`config.mk`:
```
export PLATFORM = sky130hd
export DESIGN_NAME = sysopt_reg
export DESIGN_NICKNAME = d
export VERILOG_FILES = /design/src/rtl/sysopt_pkg.sv /design/src/rtl/sysopt_store.sv /design/src/rtl/sysopt_pulse.sv /design/src/rtl/sysopt_reg.sv
export SDC_FILE = /design/constraint.sdc
export NUM_CORES = 1
export LEC_CHECK = 0
export CAP_MARGIN = 20
export CORE_AREA = 3 3 40 42
export DETAILED_ROUTE_END_ITERATION = 7
export DIE_AREA = 0 0 43 45
export DONT_BUFFER_PORTS = 1
export GPL_ROUTABILITY_DRIVEN = 0
export PLACE_DENSITY = 0.58
export SLEW_MARGIN = 5
export SYNTH_ARGS = -nofsm -noshare
export SYNTH_HDL_FRONTEND = slang
export SYNTH_SLANG_ARGS = --single-unit
```
`constraint.sdc`:
```
create_clock -name clk_i -period 2.1 [get_ports clk_i]
set_input_delay 0.315 -clock clk_i [delete_from_list [all_inputs] [get_ports clk_i]]
set_output_delay 0.315 -clock clk_i [all_outputs]
set_load 0.01 [all_outputs]
```
`src/rtl/sysopt_pkg.sv`:
```
package sysopt_pkg;
  localparam int REG_W         = 8;
  localparam int BIT_WDOG_EN   = 7;
  localparam int BIT_WDOG_LONG = 6;
  localparam int BIT_STOP_EN   = 5;
  localparam int BIT_RSTO_EN   = 2;
  localparam int BIT_DBG_PIN   = 1;
  localparam int BIT_RST_PIN   = 0;
  localparam int BIT_FORCE     = 0;
  localparam logic [REG_W-1:0] IMPL_MASK = 8'hE7;
  localparam logic [REG_W-1:0] RST_VAL   = 8'hC2;
  localparam logic [REG_W-1:0] COLD_MASK = REG_W'(1) << BIT_RST_PIN;

  typedef enum logic {
    SEL_OPTS  = 1'b0,
    SEL_FORCE = 1'b1
  } sel_e;

  typedef struct packed {
    logic illegal;
    logic wdog;
    logic force_rst;
  } req_t;
endpackage

```
`src/rtl/sysopt_store.sv`:
```
module sysopt_store
  import sysopt_pkg::*;
(
  input  logic             clk_i,
  input  logic             rst_ni,
  input  logic             por_ni,
  input  logic             wr_i,
  input  logic [REG_W-1:0] wdata_i,
  output logic [REG_W-1:0] q_o
);
  localparam logic [REG_W-1:0] WARM_MASK = IMPL_MASK & ~COLD_MASK;

  logic             run_q;
  logic             locked_q;
  logic [REG_W-1:0] warm_q;
  logic             cold_q;
  logic             wr_ok;

  // run_q is low during reset and on the settling edge
  assign wr_ok = wr_i & run_q & ~locked_q;

  always_ff @(posedge clk_i or negedge rst_ni) begin
    if (!rst_ni) begin
      run_q    <= 1'b0;
      locked_q <= 1'b0;
      warm_q   <= RST_VAL & WARM_MASK;
    end else begin
      run_q <= 1'b1;
      if (wr_ok) begin
        warm_q   <= wdata_i & WARM_MASK;
        locked_q <= 1'b1;
      end
    end
  end

  // survives warm resets, cleared at power-on only
  always_ff @(posedge clk_i or negedge por_ni) begin
    if (!por_ni) begin
      cold_q <= 1'b0;
    end else if (wr_ok) begin
      cold_q <= wdata_i[BIT_RST_PIN];
    end
  end

  assign q_o = warm_q | (cold_q ? COLD_MASK : '0);
endmodule

```
`src/rtl/sysopt_pulse.sv`:
```
module sysopt_pulse #(
  parameter int N = 3
) (
  input  logic         clk_i,
  input  logic         rst_ni,
  input  logic [N-1:0] ev_i,
  output logic [N-1:0] pulse_o
);
  for (genvar g = 0; g < N; g++) begin : g_req
    always_ff @(posedge clk_i or negedge rst_ni) begin
      if (!rst_ni) pulse_o[g] <= 1'b0;
      else         pulse_o[g] <= ev_i[g];
    end
  end
endmodule

```
`src/rtl/sysopt_reg.sv`:
```
module sysopt_reg
  import sysopt_pkg::*;
(
  input  logic             clk_i,
  input  logic             rst_ni,
  input  logic             por_ni,
  input  logic             bus_we_i,
  input  logic             bus_sel_i,
  input  logic             bus_dbg_i,
  input  logic [REG_W-1:0] bus_wdata_i,
  output logic [REG_W-1:0] bus_rdata_o,
  input  logic             wdog_timeout_i,
  input  logic             stop_req_i,
  output logic             wdog_en_o,
  output logic             wdog_long_o,
  output logic             stop_en_o,
  output logic             stop_go_o,
  output logic             rsto_pin_en_o,
  output logic             dbg_pin_en_o,
  output logic             rst_pin_en_o,
  output logic             illegal_rst_o,
  output logic             wdog_rst_o,
  output logic             force_rst_o
);
  localparam int NREQ = $bits(req_t);

  logic [REG_W-1:0] opts;
  logic             opt_wr;
  req_t             req_ev;
  req_t             req_q;

  assign opt_wr = bus_we_i & (sel_e'(bus_sel_i) == SEL_OPTS);

  sysopt_store u_store (
    .clk_i   (clk_i),
    .rst_ni  (rst_ni),
    .por_ni  (por_ni),
    .wr_i    (opt_wr),
    .wdata_i (bus_wdata_i),
    .q_o     (opts)
  );

  assign wdog_en_o     = opts[BIT_WDOG_EN];
  assign wdog_long_o   = opts[BIT_WDOG_LONG];
  assign stop_en_o     = opts[BIT_STOP_EN];
  assign rsto_pin_en_o = opts[BIT_RSTO_EN];
  assign dbg_pin_en_o  = opts[BIT_DBG_PIN];
  assign rst_pin_en_o  = opts[BIT_RST_PIN];

  assign stop_go_o = stop_req_i & opts[BIT_STOP_EN];

  always_comb begin
    req_ev.illegal   = stop_req_i & ~opts[BIT_STOP_EN];
    req_ev.wdog      = wdog_timeout_i & opts[BIT_WDOG_EN];
    // debug-origin writes only
    req_ev.force_rst = bus_we_i & (sel_e'(bus_sel_i) == SEL_FORCE)
                     & bus_dbg_i & bus_wdata_i[BIT_FORCE];
  end

  sysopt_pulse #(.N(NREQ)) u_pulse (
    .clk_i   (clk_i),
    .rst_ni  (rst_ni),
    .ev_i    (req_ev),
    .pulse_o (req_q)
  );

  assign illegal_rst_o = req_q.illegal;
  assign wdog_rst_o    = req_q.wdog;
  assign force_rst_o   = req_q.force_rst;

  assign bus_rdata_o = (sel_e'(bus_sel_i) == SEL_OPTS) ? opts : '0;
endmodule

```
======== After elaboration in Yosys (flattened, before gate mapping) ========
Index checks and enable logic that the tools add are counted.
storage, ports and cells
  bits in registers ....................... 11
  bits of input ports ..................... 16
cells by class
  muxes and demuxes ....................... 2
  bitwise operators ....................... 13
operators by type and width
  operator           count
  1-bit AND          9
  8-bit two-way mux  1
  8-bit bitwise OR   1
  1-bit NOT          3
  1-bit two-way mux  1

======== Longest topological paths before layout ========
Gate-level depths: netlist of the first run.
  depth after elaboration ................. 4
  mapped depth ............................ 3

======== By module ========
From an unflattened synthesis of the first run, not the netlist that was laid out.
second synthesis, totals
  cell total of the unflattened synthesis .. 37
  area total of the unflattened synthesis .. 513.0 µm²
by module, submodules not included
  module        times used  cells an instance  area each (µm²)
  sysopt_store  1           21                 330.3
  sysopt_reg    1           13                 107.6
  sysopt_pulse  1           3                  75.1

======== Least setup slack after synthesis of the first run ========
No wires, ideal clock.
  kind .................................... flip-flop to flip-flop
  start point ............................. register u_store.locked_q
  end point ............................... register u_store.cold_q
  library setup time ...................... 0.125 ns
  arrival ................................. 1.033 ns
  required time ........................... 1.975 ns
  path slack .............................. 0.942 ns
  stages on the path, launching flop included .. 4
  buffers on the path ..................... 1
  path through ............................ dfrtp_1 -> and4bb_1 -> buf_6 -> mux2_4
on the way
  word-level cells in the longest chain between the ends .. 2
RTL lines
  item                    RTL line            text
  from (decl)             sysopt_store.sv:14  logic locked_q;
  from (signal assigned)  sysopt_store.sv:25  locked_q <= 1'b0;
  from (signal assigned)  sysopt_store.sv:31  locked_q <= 1'b1;
  1-bit NOT               sysopt_store.sv:20  assign wr_ok = wr_i & run_q & ~locked_q;
  1-bit AND               sysopt_store.sv:20
  to (signal assigned)    sysopt_store.sv:41  cold_q <= wdata_i[BIT_RST_PIN];
  to (decl)               sysopt_store.sv:16  logic cold_q;
Every way passes these cells.
A chain may end at the register's enable or synchronous reset.

======== Worst setup path after layout of the first run ========
  start point ............................. register u_store.locked_q
  end point ............................... register u_store.warm_q[5]
on the way
  word-level cells in the longest chain between the ends .. 2
RTL lines
  item                  RTL line            text
  1-bit NOT             sysopt_store.sv:20
  1-bit AND             sysopt_store.sv:20
  to (signal assigned)  sysopt_store.sv:26  warm_q <= RST_VAL & WARM_MASK;
  to (signal assigned)  sysopt_store.sv:30  warm_q <= wdata_i & WARM_MASK;
  to (decl)             sysopt_store.sv:15  logic [REG_W-1:0] warm_q;
Every way passes these cells.

==> results.sh, run 1 <==
export IMPL_drt_wirelength_per_cell_um=16.2
export IMPL_crit_path_start_kind="flip-flop"
export IMPL_grt_pass1_wl_mm=1.28
export IMPL_synth_warnings=0
export IMPL_min_path_type="in -> reg"
export IMPL_chipHeight_um=45
export IMPL_portBuffers=0
export IMPL_avgSynthCellArea_um2=14.5
export IMPL_synth_cells=35
export IMPL_yosysTopAreaCell="dfrtp_1"
export IMPL_ir_drop_mv=0.470
export IMPL_cts_tree="yes"
export IMPL_setup_slack_ns=0.735
export IMPL_synth_area_um2=508
export IMPL_die_w_um=43
export IMPL_pwr_density_cell_nw_per_um2=947
export IMPL_netlist_area_leader_share_pct=39.4
export IMPL_grt_overflow_total=0
export IMPL_crit_slowest_cell="and4bb_1"
export IMPL_vias=271
export IMPL_clk_latency_ns=0.26
export IMPL_hold_viol=0
export IMPL_drv_cap=0
export IMPL_firstDrtPassIters=1
export IMPL_htree_levels=1
export IMPL_wirelength_um=875
export IMPL_ant_nets=0
export IMPL_critPathMaxFanout=6
export IMPL_coreArea_um2=1280
export IMPL_finalCriticalPeriod_ns=1.36
export IMPL_required_ns=2.25
export IMPL_reg2reg_slack_ns=0.74
export IMPL_synth_seq_cells=11
export IMPL_arrival_ns=1.51
export IMPL_numCtsBuffers=3
export IMPL_instances_no_fill=54
export IMPL_seq_area_um2=279
export IMPL_antenna_found_initial=0
export IMPL_slew_violations=0
export IMPL_cts_sinks=11
export IMPL_grt_util_all_layers_pct=9.65
export IMPL_slowest_delay_ns=0.54
export IMPL_diodes=0
export IMPL_grt_max_degree=11
export IMPL_crit_start="u_store.locked_q"
export IMPL_cts_root_buf="clkbuf_4"
export IMPL_yosysUniqueCellTypes=13
export IMPL_finalCritPeriodShare_pct=65.0
export IMPL_cts_setup_buffers=0
export IMPL_reg2reg_to="u_store.warm_q[5]"
export IMPL_path_cells="and4bb_1 > mux2_4"
export IMPL_die_area_um2=1940
export IMPL_r2r_start="u_store.locked_q"
export IMPL_synthTopCellsByArea="dfrtp_1 (39%), mux2_4 (18%), dfstp_2 (16%)"
export IMPL_clock_fmax_mhz=733
export IMPL_placed_cells=48
export IMPL_ys_seq_area_share_pct=54.9
export IMPL_ff2ff_path_depth=2
export IMPL_area_delta_synth_final_pct=8.37
export IMPL_io_pins=34
export IMPL_rsz0062_at_grt="no"
export IMPL_status="finished clean"
export IMPL_holdWs_ns=0.150
export IMPL_multi_input_area_um2=206
export IMPL_post_place_ws_ns=0.735
export IMPL_clock_skew_final_ns=0.00102
export IMPL_worstSetupEndpoint="u_store.warm_q[5]"
export IMPL_crit_type="reg -> reg"
export IMPL_via_per_inst=5.02
export IMPL_grt_pass1_vias=282
export IMPL_crit_path_end_kind="flip-flop"
export IMPL_drtIter0Drc=0
export IMPL_final_nets=56
export IMPL_drive_above_1_share_pct=48.7
export IMPL_start_util_pct=39.5
export IMPL_rows=13
export IMPL_p_leak_uw=0.000257
export IMPL_fillers=130
export IMPL_path_clk_slew_ns=0.06
export IMPL_tns_ns=0
export IMPL_clockBufferDepth=2
export IMPL_setup_viol=0
export IMPL_drc=0
[cell usage after synthesis]
cell type,instances
buf_6,1
mux2_4,6
conb_1,2
nand2_1,1
o21bai_1,1
and4_2,1
buf_4,2
and4bb_1,1
dfrtp_1,8
dfstp_2,3
and2b_2,6
and2_1,2
nor2b_1,1
[stage by stage]
step / util (%) / power (uW) / instance area [um^2]
after detailed placement: 39.2 / 382 / 504
after global routing: 42.8 / 558 / 551
final: 42.8 / 521 / 551
after CTS: 42.8 / 532 / 551
after global placement: 39.2 / 380 / 504
after floorplan: - / 371 / 512
[where the power goes]
group | total [uW] | switching [uW] | leakage (uW) | internal (uW)
clock network | 138 | 64.4 | 0.0000150 | 73.4
registers | 301 | 44.9 | 0.000129 | 257
logic | 82.1 | 30.0 | 0.000113 | 52.2
[placed cells by master (no fill, tap or decap)]
cell type,n
nand2_1,1
clkbuf_4,3
clkbuf_1,1
dfrtp_1,8
and4bb_1,1
o21bai_1,1
and2b_2,6
and2_1,2
conb_1,3
mux2_4,6
dlygate4sd3_1,2
nor2b_1,1
and4_2,1
dfstp_2,3
[area by class of cell]
type / instances / share of cell area (%)
sequential: 11 / 50.7
multi-input combinational: 22 / 37.5
clock buffer: 4 / 4.77
timing repair buffer: 2 / 3.64
tap: 15 / 3.41
[cells by family (layout without fill, tap and decap cells)]
kind of cell	count (synthesis)	in the layout	share of synthesized area, %
other cells	2	3	1.48
mux	6	6	17.7
buf+inv	3	6	5.17
simple gates	12	12	19.2
flops	11	11	54.9
compound gates	1	1	1.48
[metal layers]
metal | wire length (um) | track usage [%] | up-vias
met1 | 353 | 11.6 | 128
met2 | 392 | 13.5 | 25
li1 | - | - | 118
met5 | 0 | 0 | -
met4 | 0 | 1.81 | 0
met3 | 129 | 7.97 | 0
[critical path: cells and delay by family (launching register included)]
kind	cells	cell delay, ns
AND/OR/NAND/NOR	1	0.54
multiplexers	1	0.34
flip-flops	1	0.37
[repair_timing]
item                                    CTS  global route
hold buffers                              2             0
gates resized for setup                   0             0
hold endpoints to repair                 11             0
endpoints found under the setup margin    0             0
[worst min-delay path by stage]
| stage | start | to | slack (ns) | cells past startpoint |
|---|---|---|---|---|
| after floorplan | rst_ni | u_pulse.pulse_o[0] | 0.02 | 0 |
| after global placement | por_ni | u_store.cold_q | 0.02 | 0 |
| after detailed placement | por_ni | u_store.cold_q | 0.02 | 0 |
| after CTS | bus_sel_i | u_store.locked_q | 0.14 | 1 |
| after global routing | bus_sel_i | u_store.locked_q | 0.13 | 1 |
| final | bus_sel_i | u_store.locked_q | 0.15 | 1 |
[flip-flops by register name, indices dropped and copies added, names as in the netlist]
register and flops:
u_pulse.pulse_o 3, u_store.cold_q 1, u_store.run_q 1, u_store.locked_q 1, u_store.warm_q 5
Note: power is estimated with default switching activity, not from simulation.
==> run 2: changes to the inputs <==
--- a/config.mk
+++ b/config.mk
@@ -11,7 +11,7 @@
 export DIE_AREA = 0 0 43 45
 export DONT_BUFFER_PORTS = 1
 export GPL_ROUTABILITY_DRIVEN = 0
-export PLACE_DENSITY = 0.58
+export PLACE_DENSITY = 0.6
 export SLEW_MARGIN = 5
 export SYNTH_ARGS = -nofsm -noshare
 export SYNTH_HDL_FRONTEND = slang
==> constraint.sdc (replaced) <==
create_clock -name clk_i -period 1.1 [get_ports clk_i]
set_input_delay 0.165 -clock clk_i [delete_from_list [all_inputs] [get_ports clk_i]]
set_output_delay 0.165 -clock clk_i [all_outputs]
set_load 0.01 [all_outputs]
==> results.sh, run 2 (synthesis gave the netlist of run 1 again) <==
export IMPL_status="complete, but fails checks"
export IMPL_violations="setup timing"
export IMPL_path_cells="and4bb_1 > buf_6 > mux2_4"
export IMPL_drive_above_1_share_pct=50.0
export IMPL_clk_latency_ns=0.26
export IMPL_drtIter0Drc=0
export IMPL_coreArea_um2=1280
export IMPL_cts_tree="yes"
export IMPL_placed_cells=50
export IMPL_slew_violations=0
export IMPL_drc=0
export IMPL_crit_path_end_kind="flip-flop"
export IMPL_cts_sinks=11
export IMPL_path_clk_slew_ns=0.07
export IMPL_final_util_pct=45.1
export IMPL_fillers=130
export IMPL_instances_no_fill=57
export IMPL_dp_hpwl_um=811
export IMPL_arrival_ns=1.37
export IMPL_grt_pass1_wl_mm=1.57
export IMPL_grt_pass1_vias=329
export IMPL_clock_skew_final_ns=0.00200
export IMPL_chipHeight_um=45
export IMPL_crit_slowest_cell="dfrtp_1"
export IMPL_final_nets=59
export IMPL_die_w_um=43
export IMPL_design_area_um2=579
export IMPL_path_delay_family="flip-flops"
export IMPL_ant_nets=0
export IMPL_drt_wirelength_per_cell_um=18.3
export IMPL_critPathMaxFanout=4
export IMPL_setup_viol=10
export IMPL_crit_type="reg -> reg"
export IMPL_wirelength_mm=1.04
export IMPL_diodes=0
export IMPL_area_delta_synth_final_pct=14.0
export IMPL_largest_reg_flops=5
export IMPL_holdWs_ns=0.0408
export IMPL_rsz0062_at_grt="yes"
export IMPL_ir_drop_mv=0.553
export IMPL_start_util_pct=39.5
export IMPL_crit_path_start_kind="flip-flop"
export IMPL_grt_util_all_layers_pct=11.5
export IMPL_firstDrtPassIters=1
export IMPL_grt_max_degree=11
export IMPL_mostFrequentLayoutCell="dfrtp_1"
export IMPL_p_leak_uw=0.000273
export IMPL_slowest_delay_ns=0.38
export IMPL_min_path_type="in -> reg"
export IMPL_io_pins=34
export IMPL_finalCritPeriodShare_pct=112
export IMPL_cp_num_buf_inv=1
export IMPL_layout_common_cells="dfrtp_1 (8), and2b_2 (6), mux2_4 (6)"
export IMPL_die_area_um2=1940
export IMPL_grt_overflow_total=0
export IMPL_htree_levels=1
export IMPL_cts_root_buf="clkbuf_4"
export IMPL_antenna_found_initial=0
export IMPL_clock_fmax_mhz=811
export IMPL_vias=274
export IMPL_setup_slack_ns=-0.132
export IMPL_required_ns=1.24
export IMPL_largestRegisters="u_store.warm_q (5), u_pulse.pulse_o (3)"
export IMPL_finalCriticalPeriod_ns=1.23
export IMPL_top_register="u_store.warm_q"
export IMPL_place_area_um2=519
export IMPL_via_per_inst=4.81
export IMPL_cts_setup_buffers=0
export IMPL_rows=13
export IMPL_numCtsBuffers=3
export IMPL_portBuffers=0
export IMPL_post_place_ws_ns=-0.126
export IMPL_clockBufferDepth=2
export IMPL_hold_viol=0
export IMPL_pwr_density_cell_nw_per_um2=1730
export IMPL_drv_cap=0
==> run 2: path summary, 6_finish.rpt <==
check / from / end / slack (ns) / depth (start not counted)
max: u_store.locked_q / u_store.warm_q[5] / -0.13 / 3
min in group asynchronous: por_ni / u_store.cold_q / 0.11 / 1
min reg2reg: u_store.locked_q / u_store.locked_q / 0.49 / 1
min: bus_we_i / u_store.locked_q / 0.04 / 2
max reg2reg: u_store.locked_q / u_store.warm_q[5] / -0.13 / 3
max in group asynchronous: rst_ni / u_store.warm_q[6] / 0.48 / 1
==> run 2: per-layer routing <==
layer / track usage, % / share of wire (%) / vias up
met1: 12.1 / 34 / 133
met5: 0 / 0 / -
met3: 4.78 / 10 / 0
li1: - / - / 125
met4: 5.42 / 0 / 0
met2: 20.1 / 56 / 16
==> run 2: worst reg2reg max path, stage by stage, from the launching register on <==
cell and delay (ns):
dfrtp_1 0.38, and4bb_1 0.30, buf_6 0.14, mux2_4 0.30
==> run 2: area by class of cell <==
type | count | area, um^2 | area share (%)
sequential | 11 | 279 | 48.2
timing repair buffer | 5 | 48.8 | 8.42
multi-input combinational | 22 | 206 | 35.6
clock buffer | 4 | 26.3 | 4.54
tap | 15 | 18.8 | 3.24
==> run 2: per-stage QoR <==
step | power [uW] | TNS (ns)
after CTS | 1020 | -0.960
after floorplan | 709 | -0.124
final | 1000 | -0.842
after global placement | 726 | -0.305
after global routing | 1050 | -1.33
after detailed placement | 737 | -0.496
==> run 2: timing repair <==
action / 4_1_cts / 5_1_grt
gates resized for setup: 1 / 0
hold endpoints to repair: 12 / 0
hold buffers: 3 / 0
endpoints found under the setup margin: 13 / 13
==> run 2: power by group <==
part | switching, uW | leakage, uW | internal (uW) | total [uW]
registers | 87.2 | 0.000129 | 490 | 577
logic | 60.2 | 0.000129 | 102 | 162
clock network | 123 | 0.0000150 | 140 | 263
==> run 3: changes to the inputs <==
--- a/config.mk
+++ b/config.mk
@@ -11,7 +11,7 @@
 export DIE_AREA = 0 0 43 45
 export DONT_BUFFER_PORTS = 1
 export GPL_ROUTABILITY_DRIVEN = 0
-export PLACE_DENSITY = 0.6
+export PLACE_DENSITY = 0.58
 export SLEW_MARGIN = 5
 export SYNTH_ARGS = -nofsm -noshare
 export SYNTH_HDL_FRONTEND = slang
==> constraint.sdc (replaced) <==
create_clock -name clk_i -period 1.5 [get_ports clk_i]
set_input_delay 0.225 -clock clk_i [delete_from_list [all_inputs] [get_ports clk_i]]
set_output_delay 0.225 -clock clk_i [all_outputs]
set_load 0.01 [all_outputs]
==> results.sh, run 3 (synthesis gave the netlist of run 1 again) <==
export IMPL_largest_reg_flops=5
export IMPL_numCtsBuffers=3
export IMPL_ant_nets=0
export IMPL_critPathMaxFanout=4
export IMPL_grt_pass1_wl_mm=1.34
export IMPL_io_pins=34
export IMPL_die_w_um=43
export IMPL_grt_max_degree=11
export IMPL_layout_common_cells="dfrtp_1 (8), and2b_2 (6), mux2_4 (6)"
export IMPL_slew_violations=0
export IMPL_area_delta_synth_final_pct=11.3
export IMPL_cts_resized=0
export IMPL_hold_viol=0
export IMPL_coreArea_um2=1280
export IMPL_path_clk_slew_ns=0.07
export IMPL_fillers=133
export IMPL_ir_drop_mv=0.546
export IMPL_antenna_found_initial=0
export IMPL_clock_skew_final_ns=0.00129
export IMPL_design_area_um2=566
export IMPL_pwr_density_cell_nw_per_um2=1290
export IMPL_drtIter0Drc=0
export IMPL_final_nets=58
export IMPL_mostFrequentLayoutCell="dfrtp_1"
export IMPL_ff2ff_path_depth=3
export IMPL_reg2reg_slack_ns=0.27
export IMPL_crit_type="reg -> out"
export IMPL_grt_util_all_layers_pct=9.64
export IMPL_crit_path_start_kind="flip-flop"
export IMPL_cts_root_buf="clkbuf_4"
export IMPL_clk_latency_ns=0.26
export IMPL_portBuffers=0
export IMPL_start_util_pct=39.5
export IMPL_rsz0062_at_grt="no"
export IMPL_place_area_um2=519
export IMPL_largestRegisters="u_store.warm_q (5), u_pulse.pulse_o (3)"
export IMPL_min_path_type="in -> reg"
export IMPL_clock_fmax_mhz=811
export IMPL_grt_overflow_total=0
export IMPL_wirelength_um=878
export IMPL_p_leak_uw=0.000268
export IMPL_via_per_inst=4.86
export IMPL_cp_num_buf_inv=0
export IMPL_cts_setup_buffers=0
export IMPL_path_cells="and2b_2"
export IMPL_drv_cap=0
export IMPL_cts_tree="yes"
export IMPL_drive_above_1_share_pct=51.2
export IMPL_grt_pass1_vias=287
export IMPL_die_area_um2=1940
export IMPL_tns_ns=0
export IMPL_clockBufferDepth=2
export IMPL_crit_slowest_cell="dfstp_2"
export IMPL_setup_viol=0
export IMPL_path_delay_family="flip-flops"
export IMPL_firstDrtPassIters=1
export IMPL_status="finished clean"
export IMPL_htree_levels=1
export IMPL_finalCritPeriodShare_pct=82.2
export IMPL_top_register="u_store.warm_q"
export IMPL_slowest_delay_ns=0.57
export IMPL_required_ns=1.27
export IMPL_crit_cells=1
export IMPL_rows=13
export IMPL_finalCriticalPeriod_ns=1.23
export IMPL_chipHeight_um=45
export IMPL_drc=0
export IMPL_cts_sinks=11
export IMPL_timing_hold_worst_path_depth=1
export IMPL_vias=272
export IMPL_diodes=0
export IMPL_drt_wirelength_per_cell_um=15.7
export IMPL_arrival_ns=1.01
export IMPL_crit_path_end_kind="primary output"
[run 3: cell count changes in the layout (fill, tap and decap cells not counted)]
cell,previous run,this run
buf_4,1,2
buf_6,1,0
dlygate4sd3_1,3,2
[run 3: power breakdown]
part | switching, uW | leakage, uW | internal, uW | total (uW)
registers | 62.7 | 0.000129 | 359 | 422
logic | 42.0 | 0.000124 | 73.1 | 115
clock network | 89.8 | 0.0000150 | 103 | 192
[run 3: timing repair]
action,CTS,global route
hold buffers,2,0
endpoints found under the hold margin,11,0
setup endpoints to repair,0,0
[run 3: metrics by stage]
| step | cells | worst slack (ns) | utilization, % | hold slack [ns] | total power, uW |
|---|---|---|---|---|---|
| final | 56 | 0.267 | 44.0 | 0.0546 | 729 |
| after global routing | 56 | 0.219 | 44.0 | 0.0452 | 781 |
| after CTS | 56 | 0.247 | 44.0 | 0.0453 | 746 |
| after detailed placement | 50 | 0.286 | 40.4 | -0.0705 | 535 |
| after global placement | 50 | 0.317 | 40.4 | -0.0706 | 532 |
| after floorplan | 36 | 0.342 | - | -0.0706 | 520 |
[run 3: final timing paths]
check	from	end
setup / recovery	u_store.warm_q[7]	bus_rdata_o[7]
hold / removal	bus_sel_i	u_store.locked_q
setup reg to reg	u_store.locked_q	u_store.warm_q[5]
hold reg to reg	u_store.locked_q	u_store.locked_q
max in group asynchronous	rst_ni	u_store.warm_q[6]
min in group asynchronous	por_ni	u_store.cold_q
[run 3: final cells by class]
class                   count  area [um^2]  share of cell area (%)
clock buffers               4         26.3                    4.65
flip-flops and latches     11          279                    49.3
multi-input cells          22          206                    36.5
repair buffers              4         35.0                    6.19
well taps                  15         18.8                    3.32
[run 3: metal layers]
layer / up-vias / part of all wire (%) / GRT usage (%)
met4: 0 / 0 / 3.61
met3: 0 / 14 / 4.78
met1: 129 / 37 / 11.8
met5: - / 0 / 0
li1: 120 / - / -
met2: 23 / 49 / 14.7
